--- config.mk ---
export PLATFORM = sky130hd
export DESIGN_NAME = tmr_chan
export DESIGN_NICKNAME = d
export VERILOG_FILES = /design/src/rtl/tmr_chan_pkg.sv /design/src/rtl/tmr_chan_decode.sv /design/src/rtl/tmr_chan_capture.sv /design/src/rtl/tmr_chan_cmpreg.sv /design/src/rtl/tmr_chan_pinout.sv /design/src/rtl/tmr_chan.sv
export SDC_FILE = /design/constraint.sdc
export NUM_CORES = 1
export LEC_CHECK = 0
export BUFFER_PORTS_ARGS = -buffer_cell sky130_fd_sc_hd__buf_2
export CAP_MARGIN = 20
export CORE_MARGIN = 2
export CORE_UTILIZATION = 52
export DETAILED_ROUTE_END_ITERATION = 8
export PLACE_DENSITY = 0.78
export SLEW_MARGIN = 5
export SYNTH_ARGS = -nofsm -noshare
export SYNTH_HDL_FRONTEND = slang
export SYNTH_HIERARCHICAL = 1
export SYNTH_SLANG_ARGS = --single-unit
--- constraint.sdc ---
create_clock -name clk -period 2.05 [get_ports clk]
set_input_delay 0.205 -clock clk [delete_from_list [all_inputs] [get_ports clk]]
set_output_delay 0.205 -clock clk [all_outputs]
set_load 0.01 [all_outputs]
--- src/rtl/tmr_chan_pkg.sv ---
package tmr_chan_pkg;

  typedef enum logic [1:0] {
    CH_PRESET  = 2'd0,
    CH_CAPTURE = 2'd1,
    CH_CMP     = 2'd2,
    CH_BUFCMP  = 2'd3
  } ch_kind_e;

  typedef enum logic [1:0] {
    ACT_NONE   = 2'b00,
    ACT_TOGGLE = 2'b01,
    ACT_CLEAR  = 2'b10,
    ACT_SET    = 2'b11
  } ch_act_e;

  typedef struct packed {
    ch_kind_e kind;
    logic     drive;
    logic     preset_lvl;
    ch_act_e  act;
    logic     cap_rise;
    logic     cap_fall;
  } ch_cfg_t;

  function automatic ch_cfg_t decode_cfg(input logic [1:0] msel, input logic [1:0] esel);
    ch_cfg_t c;
    c.preset_lvl = ~msel[0];
    c.act        = ch_act_e'(esel);
    c.cap_rise   = 1'b0;
    c.cap_fall   = 1'b0;
    c.drive      = 1'b0;
    if (esel == 2'b00) begin
      c.kind = CH_PRESET;
    end else if (msel == 2'b00) begin
      c.kind     = CH_CAPTURE;
      c.cap_rise = esel[0];
      c.cap_fall = esel[1];
    end else if (msel[1]) begin
      c.kind  = CH_BUFCMP;
      c.drive = 1'b1;
    end else begin
      c.kind  = CH_CMP;
      c.drive = 1'b1;
    end
    return c;
  endfunction

endpackage

--- src/rtl/tmr_chan_decode.sv ---
module tmr_chan_decode
  import tmr_chan_pkg::*;
(
  input  logic [1:0] mode_sel,
  input  logic [1:0] edge_sel,
  output ch_cfg_t    cfg
);

  always_comb begin
    cfg = decode_cfg(mode_sel, edge_sel);
  end


  drive_mode_chk: assert final (cfg.drive == ((mode_sel != 2'b00) && (edge_sel != 2'b00)));

endmodule

--- src/rtl/tmr_chan_capture.sv ---
module tmr_chan_capture #(
  parameter int SYNC_STAGES = 2,
  parameter int GUARD_CYC   = 2
) (
  input  logic clk,
  input  logic rst_n,
  input  logic enable,
  input  logic rise_en,
  input  logic fall_en,
  input  logic pin_in,
  output logic cap_evt
);

  localparam int GW = $clog2(GUARD_CYC + 2);
  localparam logic [GW-1:0] GUARD_LIM = GW'(GUARD_CYC);

  logic [SYNC_STAGES-1:0] sync_q;
  logic                   prev_q;
  logic [GW-1:0]          guard_q;
  logic                   cur_s;
  logic                   rise_w;
  logic                   fall_w;
  logic                   armed_w;

  genvar gi;
  generate
    for (gi = 0; gi < SYNC_STAGES; gi++) begin : g_sync
      if (gi == 0) begin : g_first
        always_ff @(posedge clk or negedge rst_n) begin
          if (!rst_n) sync_q[0] <= 1'b0;
          else        sync_q[0] <= pin_in;
        end
      end else begin : g_next
        always_ff @(posedge clk or negedge rst_n) begin
          if (!rst_n) sync_q[gi] <= 1'b0;
          else        sync_q[gi] <= sync_q[gi-1];
        end
      end
    end
  endgenerate

  assign cur_s = sync_q[SYNC_STAGES-1];

  always_ff @(posedge clk or negedge rst_n) begin
    if (!rst_n) prev_q <= 1'b0;
    else        prev_q <= cur_s;
  end

  always_ff @(posedge clk or negedge rst_n) begin
    if (!rst_n)                 guard_q <= '0;
    else if (!enable)           guard_q <= '0;
    else if (guard_q < GUARD_LIM) guard_q <= guard_q + 1'b1;
  end

  assign rise_w  = cur_s & ~prev_q;
  assign fall_w  = ~cur_s & prev_q;
  assign armed_w = enable && (guard_q == GUARD_LIM);
  assign cap_evt = armed_w && ((rise_en && rise_w) || (fall_en && fall_w));


  guard_first_chk: assert property (@(posedge clk) disable iff (!rst_n)
    $rose(enable) |-> !cap_evt);


  guard_second_chk: assert property (@(posedge clk) disable iff (!rst_n)
    $rose(enable) |=> !cap_evt);


  cap_only_enabled_chk: assert property (@(posedge clk) disable iff (!rst_n)
    cap_evt |-> enable && (rise_w || fall_w));

endmodule

--- src/rtl/tmr_chan_cmpreg.sv ---
module tmr_chan_cmpreg #(
  parameter int CNT_W = 16
) (
  input  logic             clk,
  input  logic             rst_n,
  input  logic             buffered,
  input  logic             wr_en,
  input  logic [CNT_W-1:0] wr_data,
  input  logic             load_ovf,
  input  logic             cap_evt,
  input  logic [CNT_W-1:0] cnt_val,
  output logic [CNT_W-1:0] act_q,
  output logic             match_raw
);

  logic [CNT_W-1:0] shd_q;
  logic             eq_q;
  logic             eq_w;

  assign eq_w      = (cnt_val == act_q);
  assign match_raw = eq_w & ~eq_q;

  always_ff @(posedge clk or negedge rst_n) begin
    if (!rst_n) eq_q <= 1'b0;
    else        eq_q <= eq_w;
  end

  always_ff @(posedge clk or negedge rst_n) begin
    if (!rst_n) begin
      act_q <= '0;
      shd_q <= '0;
    end else if (cap_evt) begin
      act_q <= cnt_val;
    end else if (buffered) begin
      if (load_ovf) act_q <= shd_q;
      if (wr_en)    shd_q <= wr_data;
    end else if (wr_en) begin
      act_q <= wr_data;
      shd_q <= wr_data;
    end
  end


  shadow_hold_chk: assert property (@(posedge clk) disable iff (!rst_n)
    buffered && !load_ovf |=> $stable(act_q));


  match_once_chk: assert property (@(posedge clk) disable iff (!rst_n)
    match_raw && $stable(cnt_val) |=> !match_raw);

endmodule

--- src/rtl/tmr_chan_pinout.sv ---
module tmr_chan_pinout
  import tmr_chan_pkg::*;
(
  input  logic    clk,
  input  logic    rst_n,
  input  ch_cfg_t cfg,
  input  logic    cnt_ovf,
  input  logic    tog_ovf,
  input  logic    max_duty,
  input  logic    match,
  output logic    pin_q
);

  logic max_q;
  logic max_nxt;
  logic act_lvl;
  logic pin_nxt;

  assign max_nxt = cnt_ovf ? (max_duty & tog_ovf) : max_q;
  assign act_lvl = (cfg.act != ACT_SET);

  always_ff @(posedge clk or negedge rst_n) begin
    if (!rst_n) max_q <= 1'b0;
    else        max_q <= max_nxt;
  end

  always_comb begin
    pin_nxt = pin_q;
    if (cfg.kind == CH_PRESET) begin
      pin_nxt = cfg.preset_lvl;
    end else if (cfg.drive) begin
      if (cnt_ovf && tog_ovf) begin
        pin_nxt = max_nxt ? act_lvl : ~pin_q;
      end else if (match && !max_q) begin
        unique case (cfg.act)
          ACT_TOGGLE: pin_nxt = ~pin_q;
          ACT_CLEAR:  pin_nxt = 1'b0;
          ACT_SET:    pin_nxt = 1'b1;
          default:    pin_nxt = pin_q;
        endcase
      end
    end
  end

  always_ff @(posedge clk or negedge rst_n) begin
    if (!rst_n) pin_q <= 1'b1;
    else        pin_q <= pin_nxt;
  end


  cap_pin_hold_chk: assert property (@(posedge clk) disable iff (!rst_n)
    cfg.kind == CH_CAPTURE |=> $stable(pin_q));


  ovf_priority_chk: assert property (@(posedge clk) disable iff (!rst_n)
    cfg.drive && cnt_ovf && tog_ovf && !max_duty |=> pin_q != $past(pin_q));


  max_hold_chk: assert property (@(posedge clk) disable iff (!rst_n)
    cfg.drive && max_q && !cnt_ovf |=> $stable(pin_q));

endmodule

--- src/rtl/tmr_chan.sv ---
module tmr_chan
  import tmr_chan_pkg::*;
#(
  parameter int CNT_W       = 16,
  parameter int SYNC_STAGES = 2,
  parameter int GUARD_CYC   = 2
) (
  input  logic             clk,
  input  logic             rst_n,
  input  logic [CNT_W-1:0] cnt_val,
  input  logic             cnt_ovf,
  input  logic [1:0]       mode_sel,
  input  logic [1:0]       edge_sel,
  input  logic             tog_ovf,
  input  logic             max_duty,
  input  logic             cmp_we,
  input  logic [CNT_W-1:0] cmp_wdata,
  input  logic             flag_clr,
  input  logic             pin_in,
  output logic             pin_out,
  output logic             pin_oe,
  output logic             chan_flag,
  output logic [CNT_W-1:0] chan_val
);

  ch_cfg_t cfg;
  logic    cap_evt;
  logic    match_raw;
  logic    match_evt;
  logic    flag_q;

  tmr_chan_decode u_decode (
    .mode_sel (mode_sel),
    .edge_sel (edge_sel),
    .cfg      (cfg)
  );

  tmr_chan_capture #(
    .SYNC_STAGES (SYNC_STAGES),
    .GUARD_CYC   (GUARD_CYC)
  ) u_capture (
    .clk     (clk),
    .rst_n   (rst_n),
    .enable  (cfg.kind == CH_CAPTURE),
    .rise_en (cfg.cap_rise),
    .fall_en (cfg.cap_fall),
    .pin_in  (pin_in),
    .cap_evt (cap_evt)
  );

  tmr_chan_cmpreg #(
    .CNT_W (CNT_W)
  ) u_cmpreg (
    .clk       (clk),
    .rst_n     (rst_n),
    .buffered  (cfg.kind == CH_BUFCMP),
    .wr_en     (cmp_we),
    .wr_data   (cmp_wdata),
    .load_ovf  (cnt_ovf),
    .cap_evt   (cap_evt),
    .cnt_val   (cnt_val),
    .act_q     (chan_val),
    .match_raw (match_raw)
  );

  assign match_evt = cfg.drive & match_raw;

  tmr_chan_pinout u_pinout (
    .clk      (clk),
    .rst_n    (rst_n),
    .cfg      (cfg),
    .cnt_ovf  (cnt_ovf),
    .tog_ovf  (tog_ovf),
    .max_duty (max_duty),
    .match    (match_evt),
    .pin_q    (pin_out)
  );

  always_ff @(posedge clk or negedge rst_n) begin
    if (!rst_n)                    flag_q <= 1'b0;
    else if (match_evt || cap_evt) flag_q <= 1'b1;
    else if (flag_clr)             flag_q <= 1'b0;
  end

  assign chan_flag = flag_q;
  assign pin_oe    = cfg.drive;


  flag_cause_chk: assert property (@(posedge clk) disable iff (!rst_n)
    !chan_flag ##1 chan_flag |-> $past(match_evt || cap_evt));


  flag_clear_chk: assert property (@(posedge clk) disable iff (!rst_n)
    flag_clr && !match_evt && !cap_evt |=> !chan_flag);


  cap_latch_chk: assert property (@(posedge clk) disable iff (!rst_n)
    cap_evt |=> chan_val == $past(cnt_val) && chan_flag);

endmodule

==> results of run 1 <==
how the worst max path moves through the flow:
stage                  startpoint                 end  depth (start not counted)
5_1_grt        u_cmpreg/act_q[11]      u_pinout/pin_q                          9
2_1_floorplan         edge_sel[1]  u_cmpreg/shd_q[10]                         11
3_5_place_dp    u_cmpreg/act_q[2]      u_pinout/pin_q                          9
6_report        u_cmpreg/act_q[7]      u_pinout/pin_q                          9
3_3_place_gp    u_cmpreg/act_q[2]      u_pinout/pin_q                          9
4_1_cts         u_cmpreg/act_q[5]      u_pinout/pin_q                          9
registers in the layout, indices dropped and copies added, names as in the netlist:
signal and flops:
chan_flag 1, u_capture/cur_s 1, u_capture/guard_q 2, u_capture/prev_q 1
u_capture/sync_q 1, u_cmpreg/act_q 16, u_cmpreg/eq_q 1, u_cmpreg/shd_q 16
u_pinout/max_q 1, u_pinout/pin_q 1
power by group through the flow:
stage | Clock [mW] | Sequential, mW | Combinational (mW)
finish | 0.510 | 1.01 | 0.558
global route | 0.560 | 1.02 | 0.616
CTS | 0.523 | 1.00 | 0.534
detailed placement | 0 | 1.02 | 0.527
global placement | 0 | 1.01 | 0.515
floorplan | 0 | 1.04 | 0.304
metal layers:
| metal | track usage | vias to the layer above | routed length, um |
|---|---|---|---|
| met5 | 0 | - | 0 |
| met4 | 0.06197 | 0 | 63 |
| met3 | 0.04040 | 6 | 236 |
| met2 | 0.3153 | 46 | 2442 |
| met1 | 0.2983 | 843 | 2310 |
| li1 | - | 872 | - |
cells by family (layout without fill, tap and decap cells):
group,after synthesis,after routing,synth area share
adder cells (fa/ha/maj),1,1,0.005536
flip-flops,41,41,0.4546
AND/OR/NAND/NOR,65,65,0.1440
AO/OA/AOI/OAI,42,42,0.1085
multiplexers,33,33,0.1600
buffers and inverters,19,86,0.06146
XOR/XNOR,17,17,0.06589
Yosys cell counts, drive strengths merged (2+ instances only):
library cell	number	area (um2)
buf	11	108.9
nand3b	2	15.01
o21ai	18	90.08
inv	5	18.77
a21oi	19	95.09
nand3	2	10.01
mux2i	17	170.2
clkbuf	3	11.26
nor2b	3	21.27
nand4	4	25.02
mux2	16	191.4
dfrtp	40	1001
nand2	20	75.07
nor2	22	85.09
xnor2	17	148.9
and2	6	40.04
metrics by stage:
step           utilization  power (mW)  worst slack [ns]
6_report            0.6727       2.074           0.06712
3_5_place_dp        0.6329       1.545           0.01325
3_3_place_gp        0.6329       1.525            0.1245
5_1_grt             0.6727       2.196          -0.07435
4_1_cts             0.6574       2.059           0.01044
2_1_floorplan            -       1.341            0.1405
final cells by class:
type                       count  share of cell area
timing repair buffer          73              0.1529
sequential                    41              0.3737
clock buffer                   7             0.02777
multi-input combinational    158              0.4133
clock inverter                 1            0.002731
tap                           50             0.02276
inverter                       5            0.006827
repair_timing:
action,CTS,global route
endpoints found under the setup margin,1,1
pin swaps,0,4
hold endpoints to repair,13,0
buffers inserted,0,4
hold buffers,1,0
resized for setup,1,7
==> out/metrics.csv, run 1 <==
stage,metric,value,unit
sta,setup_viol,0,
grt,grt_usage,0.2063,
clock_tree,root_buffer,clkbuf_8,
clock_tree,htreeDepth,2,
sta,clock.fmax,0.5043,GHz
floorplanning,die_h,69.92,um
hold_path,hold_end,u_capture/sync_q[0],
hold_path,min_from,pin_in,
floorplanning,row_count,23,
power_and_ir_drop,seq_power_share,0.485,
synth,avgSynthCellArea,10.37,um2
floorplanning,dieArea,4889,um2
routing,drt_iter0_drc,70,
grt,grt_pass1_vias,1634,
sta,period_share,0.9673,
clock_tree,clock_path_buffers,2,
hold_path,hold_depth,1,
sta,worst_slew_pin_slew,0.4074,ns
worst_setup_path,r2r-end,u_pinout/pin_q,
synth,ys_seq_elements,41,
floorplanning,start_util,0.5530,
worst_setup_path,crit_family,simple AND/OR/NAND/NOR gates,
routing,wire_per_inst,15.08,um
final_layout,drive_above_1_share,0.3789,
final_layout,fin_cells,335,
sta,slew_violations,0,
sta,hold-worst-slack,0.01734,ns
sta,fin_setup_tns,0,ns
routing,drc_errors,0,
placed_design,place_area,2586,um2
power_and_ir_drop,p_sw,0.6342,mW
worst_setup_path,slowest_stage,dfrtp_1,
hold_path,hold_path_class,in2reg,
synth,async_flop_share,1.000,
final_layout,final_area,2749,um2
sta,slew_headroom,0.7274,
power_and_ir_drop,p_leak,1.291,nW
synth,synth-edff-count,0,
placed_design,io_buffers,62,
clock_tree,cts_sinks,41,
routing,viasPerCell,5.275,
worst_setup_path,required,2.26,ns
grt,antenna_found_initial,0,
power_and_ir_drop,comb_power_share,0.269,
placed_design,dp.cells,322,
worst_setup_path,critPathBufInv,0,
worst_setup_path,r2r_start,u_cmpreg/act_q[7],
routing,finalWirelength,5.052,mm
worst_setup_path,rrSetupSlack,0.07,ns
worst_setup_path,path_cells,xnor2_1 -> nand4_1 -> nor4_2 -> nor2b_2 -> and2_4 -> nor3b_4 -> o21ai_2 -> mux2i_1 -> o21ai_1,
final_layout,final_common_cell,buf_2,
worst_setup_path,critPathCaptureType,register,
final_layout,multiInputGateArea,1136,um2
routing,final_antenna_net_count,0,
flow_run,cap_violations,0,
floorplanning,dieWidth,69.92,um
final_layout,diodes,0,
grt,grt_first_pass_wirelength,8.024,mm
worst_setup_path,reg2reg_depth,9,
grt,overflow,0,
synth,synthCells,218,
sta,fin_crit,1.983,ns
floorplanning,io_pins,63,
synth,ys_types,35,
power_and_ir_drop,irDropWorstVdd,0.0005327,V
worst_setup_path,startpoint_type,register,
final_layout,seq_area,1027,um2
worst_setup_path,critical-path-max-stage-delay,0.43,ns
status,status,finished clean,
placed_design,gp_congestion,0.7797,
final_layout,fillCellCount,352,
routing,vias,1767,
sta,skew,0.01090,ns
sta,rsz0062_at_grt,yes,
synth,synthesis.area,2260,um2
synth,synth_flop_cell,dfrtp_1,
sta,hold_viol_final,0,
placed_design,hpwlAfterDp,3.747,mm
clock_tree,cts_made_buffers,5,
synth,yosys_warnings,6,
final_layout,final_cell_mix,"buf_2 (62), dfrtp_1 (40), nor2_1 (21)",
worst_setup_path,crit_arrival,2.19,ns
worst_setup_path,crit_type,reg2reg,
clock_tree,clk_pin_slew,0.08,ns
power_and_ir_drop,power.density,754.6,nW/um2
routing,dr.pass1.iters,5,
synth,syn-num-nets,263,
final_layout,nNetsFinal,329,
clock_tree,cts_tree,yes,
floorplanning,core,4086,um2
grt,grt_max_degree,33,
power_and_ir_drop,internal_power,1.440,mW
worst_setup_path,path_max_fanout,3,
power_and_ir_drop,switching_share,0.3057,
synth,seq_area_frac_synth,0.4546,
final_layout,syn_to_final_growth,21.65,%
clock_tree,clk_latency,0.29,ns
power_and_ir_drop,p_clk_frac,0.246,
Note: power is estimated with default switching activity, not from simulation.
==> inputs of run 2 (changes only) <==
- ABC_AREA: default -> 0
- RECOVER_POWER: default -> 25
- TNS_END_PERCENT: default -> 1
==> run 2 against run 1 <==
Net effect: die area unchanged; clock skew up 0.0021 ns; register-to-register slack about the same; fmax up 0.15%; final cell count unchanged; critical endpoint unchanged; largest cell class unchanged; highest routed layer unchanged.
==> out/metrics.csv, run 2 (synthesis gave the netlist of run 1 again) <==
stage,metric,value,unit,change
status,status,finished clean,,
grt,met1_usage,0.2983,,unchanged
grt,grt_pass1_vias,1634,,unchanged
routing,finalWirelength,5.040,mm,-0.24%
power_and_ir_drop,power,2.075,mW,about the same
final_layout,fillCellCount,352,,unchanged
placed_design,io_buffers,62,,unchanged
routing,drc_errors,0,,unchanged
sta,period_share,0.9658,,-0.001469
power_and_ir_drop,p_leak,1.284,nW,-0.49%
grt,antenna_found_initial,0,,unchanged
sta,hold_viol_final,0,,unchanged
sta,skew,0.01300,ns,+0.002097 ns
routing,viasPerCell,5.263,,-0.23%
floorplanning,die_h,69.92,um,unchanged
worst_setup_path,startpoint_type,register,,
final_layout,nNetsFinal,329,,unchanged
placed_design,gp_congestion,0.7797,,unchanged
routing,final_antenna_net_count,0,,unchanged
routing,drt_iter0_drc,54,,-23%
clock_tree,cts_made_buffers,5,,unchanged
sta,hold-worst-slack,0.01745,ns,+0.0001102 ns
worst_setup_path,rrSetupSlack,0.07,ns,about the same
sta,slew_violations,0,,unchanged
grt,grt_first_pass_wirelength,8.024,mm,unchanged
worst_setup_path,critPathCaptureType,register,,
clock_tree,htreeDepth,2,,unchanged
sta,fin_crit,1.980,ns,-0.003012 ns
final_layout,syn_to_final_growth,21.43,%,
final_layout,diodes,0,,unchanged
routing,dr.pass1.iters,4,,-1
worst_setup_path,crit_arrival,2.19,ns,about the same
worst_setup_path,path_max_fanout,3,,unchanged
clock_tree,clock_path_buffers,2,,unchanged
floorplanning,core,4086,um2,unchanged
placed_design,hpwlAfterDp,3.747,mm,unchanged
clock_tree,cts_tree,yes,,
sta,fin_setup_tns,0,ns,unchanged
clock_tree,root_buffer,clkbuf_8,,
final_layout,reg.largest.list,"u_cmpreg/act_q: 16 flops, u_cmpreg/shd_q: 16 flops, u_capture/guard_q: 2 flops",,
grt,grt-busiest-layer,met2,,
floorplanning,dieWidth,69.92,um,unchanged
worst_setup_path,crit_type,reg2reg,,
grt,grt_max_degree,33,,unchanged
grt,grt_usage,0.2063,,unchanged
flow_run,cap_violations,0,,unchanged
clock_tree,cts_sinks,41,,unchanged
final_layout,drive_above_1_share,0.3719,,-0.007018
final_layout,final_common_cell,buf_2,,
floorplanning,io_pins,63,,unchanged
final_layout,final_cell_mix,"buf_2 (61), dfrtp_1 (40), nor2_1 (21)",,
hold_path,hold_path_class,in2reg,,
grt,overflow,0,,unchanged
routing,wire_per_inst,15.04,um,-0.24%
sta,slew_headroom,0.4442,,-0.2832
power_and_ir_drop,power.density,756.2,nW/um2,+0.21%
routing,vias,1763,,-0.23%
grt,use_met2,0.3153,,unchanged
sta,rsz0062_at_grt,yes,,
power_and_ir_drop,irDropWorstVdd,0.0005330,V,about the same
grt,use_met3,0.04040,,unchanged
sta,clock.fmax,0.5051,GHz,+0.15%
floorplanning,row_count,23,,unchanged
sta,worst_slew_pin_slew,0.8337,ns,+0.4263 ns
floorplanning,start_util,0.5530,,unchanged
worst_setup_path,required,2.26,ns,about the same
sta,setup_viol,0,,unchanged
floorplanning,dieArea,4889,um2,unchanged
clock_tree,clk_latency,0.29,ns,about the same
clock_tree,clk_pin_slew,0.08,ns,about the same
run 2: changes by cell type in the layout (fill, tap and decap cells not counted):
cell      before  now
clkbuf_1       2    4
buf_4          8    7
buf_2         62   61
run 2: through the flow:
| step | setup WS [ns] | cells | area, um2 | utilization |
|---|---|---|---|---|
| final | 0.07013 | 335 | 2744 | 0.6715 |
| after global routing | -0.07435 | 335 | 2744 | 0.6715 |
| after CTS | 0.01044 | 331 | 2686 | 0.6574 |
| after detailed placement | 0.01325 | 322 | 2586 | 0.6329 |
| after global placement | 0.1245 | 322 | 2586 | 0.6329 |
| after floorplan | 0.1405 | 218 | 2260 | - |
run 2: worst paths after layout:
| check | start | cells after the start | endpoint |
|---|---|---|---|
| hold reg to reg | u_capture/sync_q[0] | 0 | u_capture/cur_s |
| min in group asynchronous | rst_n | 2 | u_cmpreg/act_q[10] |
| setup reg to reg | u_cmpreg/act_q[7] | 9 | u_pinout/pin_q |
| max in group asynchronous | rst_n | 3 | u_cmpreg/act_q[0] |
| setup / recovery | u_cmpreg/act_q[7] | 9 | u_pinout/pin_q |
| hold / removal | pin_in | 1 | u_capture/sync_q[0] |
run 2: routing by layer:
layer | up-vias | routed length, um
li1 | 872 | -
met1 | 835 | 2295
met2 | 50 | 2411
met3 | 6 | 269
met4 | 0 | 64
met5 | - | 0
run 2: area by class of cell:
cell class	count	area, um2	share of cell area
Multi-Input combinational cell	158	1136	0.4140
Sequential cell	41	1027	0.3744
Timing Repair Buffer	73	415.4	0.1514
Clock buffer	7	76.32	0.02782
Tap cell	50	62.56	0.02280
Inverter	5	18.77	0.006840
Clock inverter	1	7.507	0.002736
run 2: critical path, cell delays in order, from the launching register on:
cell and delay (ns):
dfrtp_1 0.42, xnor2_1 0.16, nand4_1 0.14, nor4_2 0.31, nor2b_2 0.20, and2_4 0.14
nor3b_4 0.18, o21ai_2 0.07, mux2i_1 0.14, o21ai_1 0.14
run 2: repair_timing:
item	4_1_cts	5_1_grt
endpoints found under the hold margin	13	0
setup buffers	0	4
pin swaps	0	4
hold buffers	1	0
gates resized for setup	1	7
setup endpoints to repair	1	1
run 2: where the power goes:
group	switching, mW	leakage (nW)	internal, mW	total, mW
Combinational	0.277	0.749	0.280	0.557
Sequential	0.0884	0.496	0.918	1.01
Clock	0.271	0.0385	0.241	0.512
==> inputs of run 3 (changes only) <==
- clock period: 2.05 -> 1.95 ns (I/O delays scaled with it)
==> run 3 against run 2 <==
Net effect: first-iteration DRC count grew 43%; clock power grew 12%; largest power group unchanged; register-to-register slack barely moved; clock skew decreased by 0.0036 ns; sequential cell count stayed put; fmax increased by 4.7%; highest routed layer unchanged.
==> out/metrics.csv, run 3 (synthesis gave the netlist of run 1 again) <==
stage,metric,value,unit,change
grt,antenna_found_initial,0,,unchanged
placed_design,place_area,2626,um2,+1.5%
floorplanning,dieWidth,69.92,um,unchanged
worst_setup_path,required,2.17,ns,-0.09 ns
final_layout,reg.largest.list,"u_cmpreg/act_q: 16 flops, u_cmpreg/shd_q: 16 flops, u_capture/guard_q: 2 flops",,
grt,grt_max_degree,35,,+6.1%
power_and_ir_drop,p_leak,1.301,nW,+1.3%
flow_run,cap_violations,0,,unchanged
worst_setup_path,critPathCaptureType,register,,
worst_setup_path,startpoint_type,register,,
status,status,finished clean,,
clock_tree,clk_latency,0.30,ns,about the same
routing,wire_per_inst,14.30,um,-5.0%
clock_tree,clock_path_buffers,2,,unchanged
clock_tree,htreeDepth,2,,unchanged
sta,setup_slack,0.05862,ns,-0.01151 ns
floorplanning,core,4086,um2,unchanged
final_layout,final_area,2769,um2,+0.91%
routing,final_antenna_net_count,0,,unchanged
clock_tree,cts_tree,yes,,
sta,slew_headroom,0.2758,,-0.1684
placed_design,dpl_worst_slack,-0.03581,ns,-0.04906 ns
sta,clock.fmax,0.5287,GHz,+4.7%
final_layout,fin_cells,336,,+0.30%
clock_tree,cts_made_buffers,5,,unchanged
routing,drt_iter0_drc,77,,+43%
sta,slew_violations,0,,unchanged
routing,viasPerCell,5.188,,-1.4%
grt,overflow,0,,unchanged
sta,setup_viol,0,,unchanged
hold_path,hold_depth,2,,+1
sta,skew,0.009382,ns,-0.003615 ns
final_layout,syn_to_final_growth,22.54,%,
grt,grt_first_pass_wirelength,8.121,mm,+1.2%
final_layout,post-route-util,0.6776,,+0.006123
grt,grt_pass1_vias,1683,,+3.0%
sta,fin_crit,1.891,ns,-0.08849 ns
sta,hold-worst-slack,0.1402,ns,+0.1227 ns
power_and_ir_drop,power.density,799.5,nW/um2,+5.7%
routing,dr.pass1.iters,4,,unchanged
power_and_ir_drop,irDropWorstVdd,0.0005809,V,+9.0%
hold_path,min_from,cmp_wdata[8],,
sta,period_share,0.9699,,+0.004147
clock_tree,clk_pin_slew,0.08,ns,about the same
hold_path,hold_path_class,in2reg,,
placed_design,hpwlAfterDp,3.631,mm,-3.1%
placed_design,gp_congestion,0.8175,,+4.8%
floorplanning,die_h,69.92,um,unchanged
worst_setup_path,reg2reg_depth,9,,unchanged
sta,rsz0062_at_grt,yes,,
worst_setup_path,r2r-end,u_pinout/pin_q,,
sta,worst_slew_pin_slew,1.086,ns,+0.2526 ns
final_layout,nNetsFinal,331,,+0.61%
sta,hold_viol_final,0,,unchanged
routing,drc_errors,0,,unchanged
worst_setup_path,crit_type,reg2reg,,
worst_setup_path,crit_arrival,2.11,ns,-0.08 ns
routing,vias,1743,,-1.1%
final_layout,final_cell_mix,"buf_2 (62), dfrtp_1 (40), nor2_1 (21)",,
clock_tree,root_buffer,clkbuf_8,,
final_layout,final_common_cell,buf_2,,
routing,finalWirelength,4.804,mm,-4.7%
worst_setup_path,rrSetupSlack,0.06,ns,about the same
floorplanning,row_count,23,,unchanged
final_layout,diodes,0,,unchanged
final_layout,drive_above_1_share,0.3741,,+0.002196
placed_design,dp.cells,324,,+0.62%
worst_setup_path,r2r_start,u_cmpreg/act_q[10],,
hold_path,hold_end,u_cmpreg/shd_q[8],,
sta,fin_setup_tns,0,ns,unchanged
power_and_ir_drop,power,2.214,mW,+6.7%
placed_design,io_buffers,62,,unchanged
grt,grt_usage,0.2131,,+0.006830
final_layout,fillCellCount,336,,-4.5%
floorplanning,start_util,0.5530,,unchanged
floorplanning,dieArea,4889,um2,unchanged
floorplanning,io_pins,63,,unchanged
worst_setup_path,path_max_fanout,3,,unchanged
clock_tree,cts_sinks,41,,unchanged
[run 3: cell types whose count changed in the layout (fill, tap and decap cells not counted), sizes merged]
cell	change
buf	+2
clkbuf	-2
dlygate4sd3	+1
[run 3: layout make-up]
type / instances / area, um2 / share of cell area
clock buffers: 6 / 82.58 / 0.02982
clock inverters: 1 / 7.507 / 0.002711
well taps: 50 / 62.56 / 0.02259
multi-input cells: 158 / 1124 / 0.4058
repair buffers: 75 / 446.7 / 0.1613
flip-flops and latches: 41 / 1027 / 0.3710
inverters: 5 / 18.77 / 0.006778
[run 3: what timing repair did]
item / in CTS / in global routing
endpoints found under the setup margin: 1 / 1
hold buffers: 2 / 0
buffers inserted: 2 / 1
endpoints found under the hold margin: 20 / 0
gates resized for setup: 4 / 1
pin swaps: 3 / 3
[run 3: how the worst max path moves through the flow]
stage | startpoint | endpoint | cells after the start
final | u_cmpreg/act_q[10] | u_pinout/pin_q | 9
after global routing | u_cmpreg/act_q[15] | u_pinout/pin_q | 9
after CTS | u_cmpreg/act_q[8] | u_pinout/pin_q | 9
after detailed placement | u_cmpreg/act_q[15] | u_pinout/pin_q | 9
after global placement | u_cmpreg/act_q[6] | u_pinout/pin_q | 9
after floorplan | edge_sel[1] | u_cmpreg/shd_q[10] | 11
[run 3: worst max-delay path, stage by stage, from the launching register on]
cell	delay, ns
dfrtp_1	0.41
xnor2_1	0.15
nand4_1	0.13
nor4_2	0.32
nor2b_1	0.17
and2_4	0.14
nor3b_2	0.14
o21ai_1	0.08
mux2i_1	0.12
o21ai_1	0.14
[run 3: layer usage]
metal / vias up / wire length, um / GRT usage / part of all wire
li1: 882 / - / - / -
met4: 0 / 65 / 0.07692 / 0.014
met1: 819 / 2255 / 0.3075 / 0.47
met5: - / 0 / 0 / 0
met2: 37 / 2243 / 0.3132 / 0.47
met3: 5 / 239 / 0.05195 / 0.050
[run 3: report_power, final]
| part | leakage, nW | internal [mW] | total, mW | switching, mW |
|---|---|---|---|---|
| combinational | 0.761 | 0.301 | 0.590 | 0.288 |
| sequential | 0.496 | 0.965 | 1.05 | 0.0858 |
| clock | 0.0433 | 0.280 | 0.573 | 0.294 |
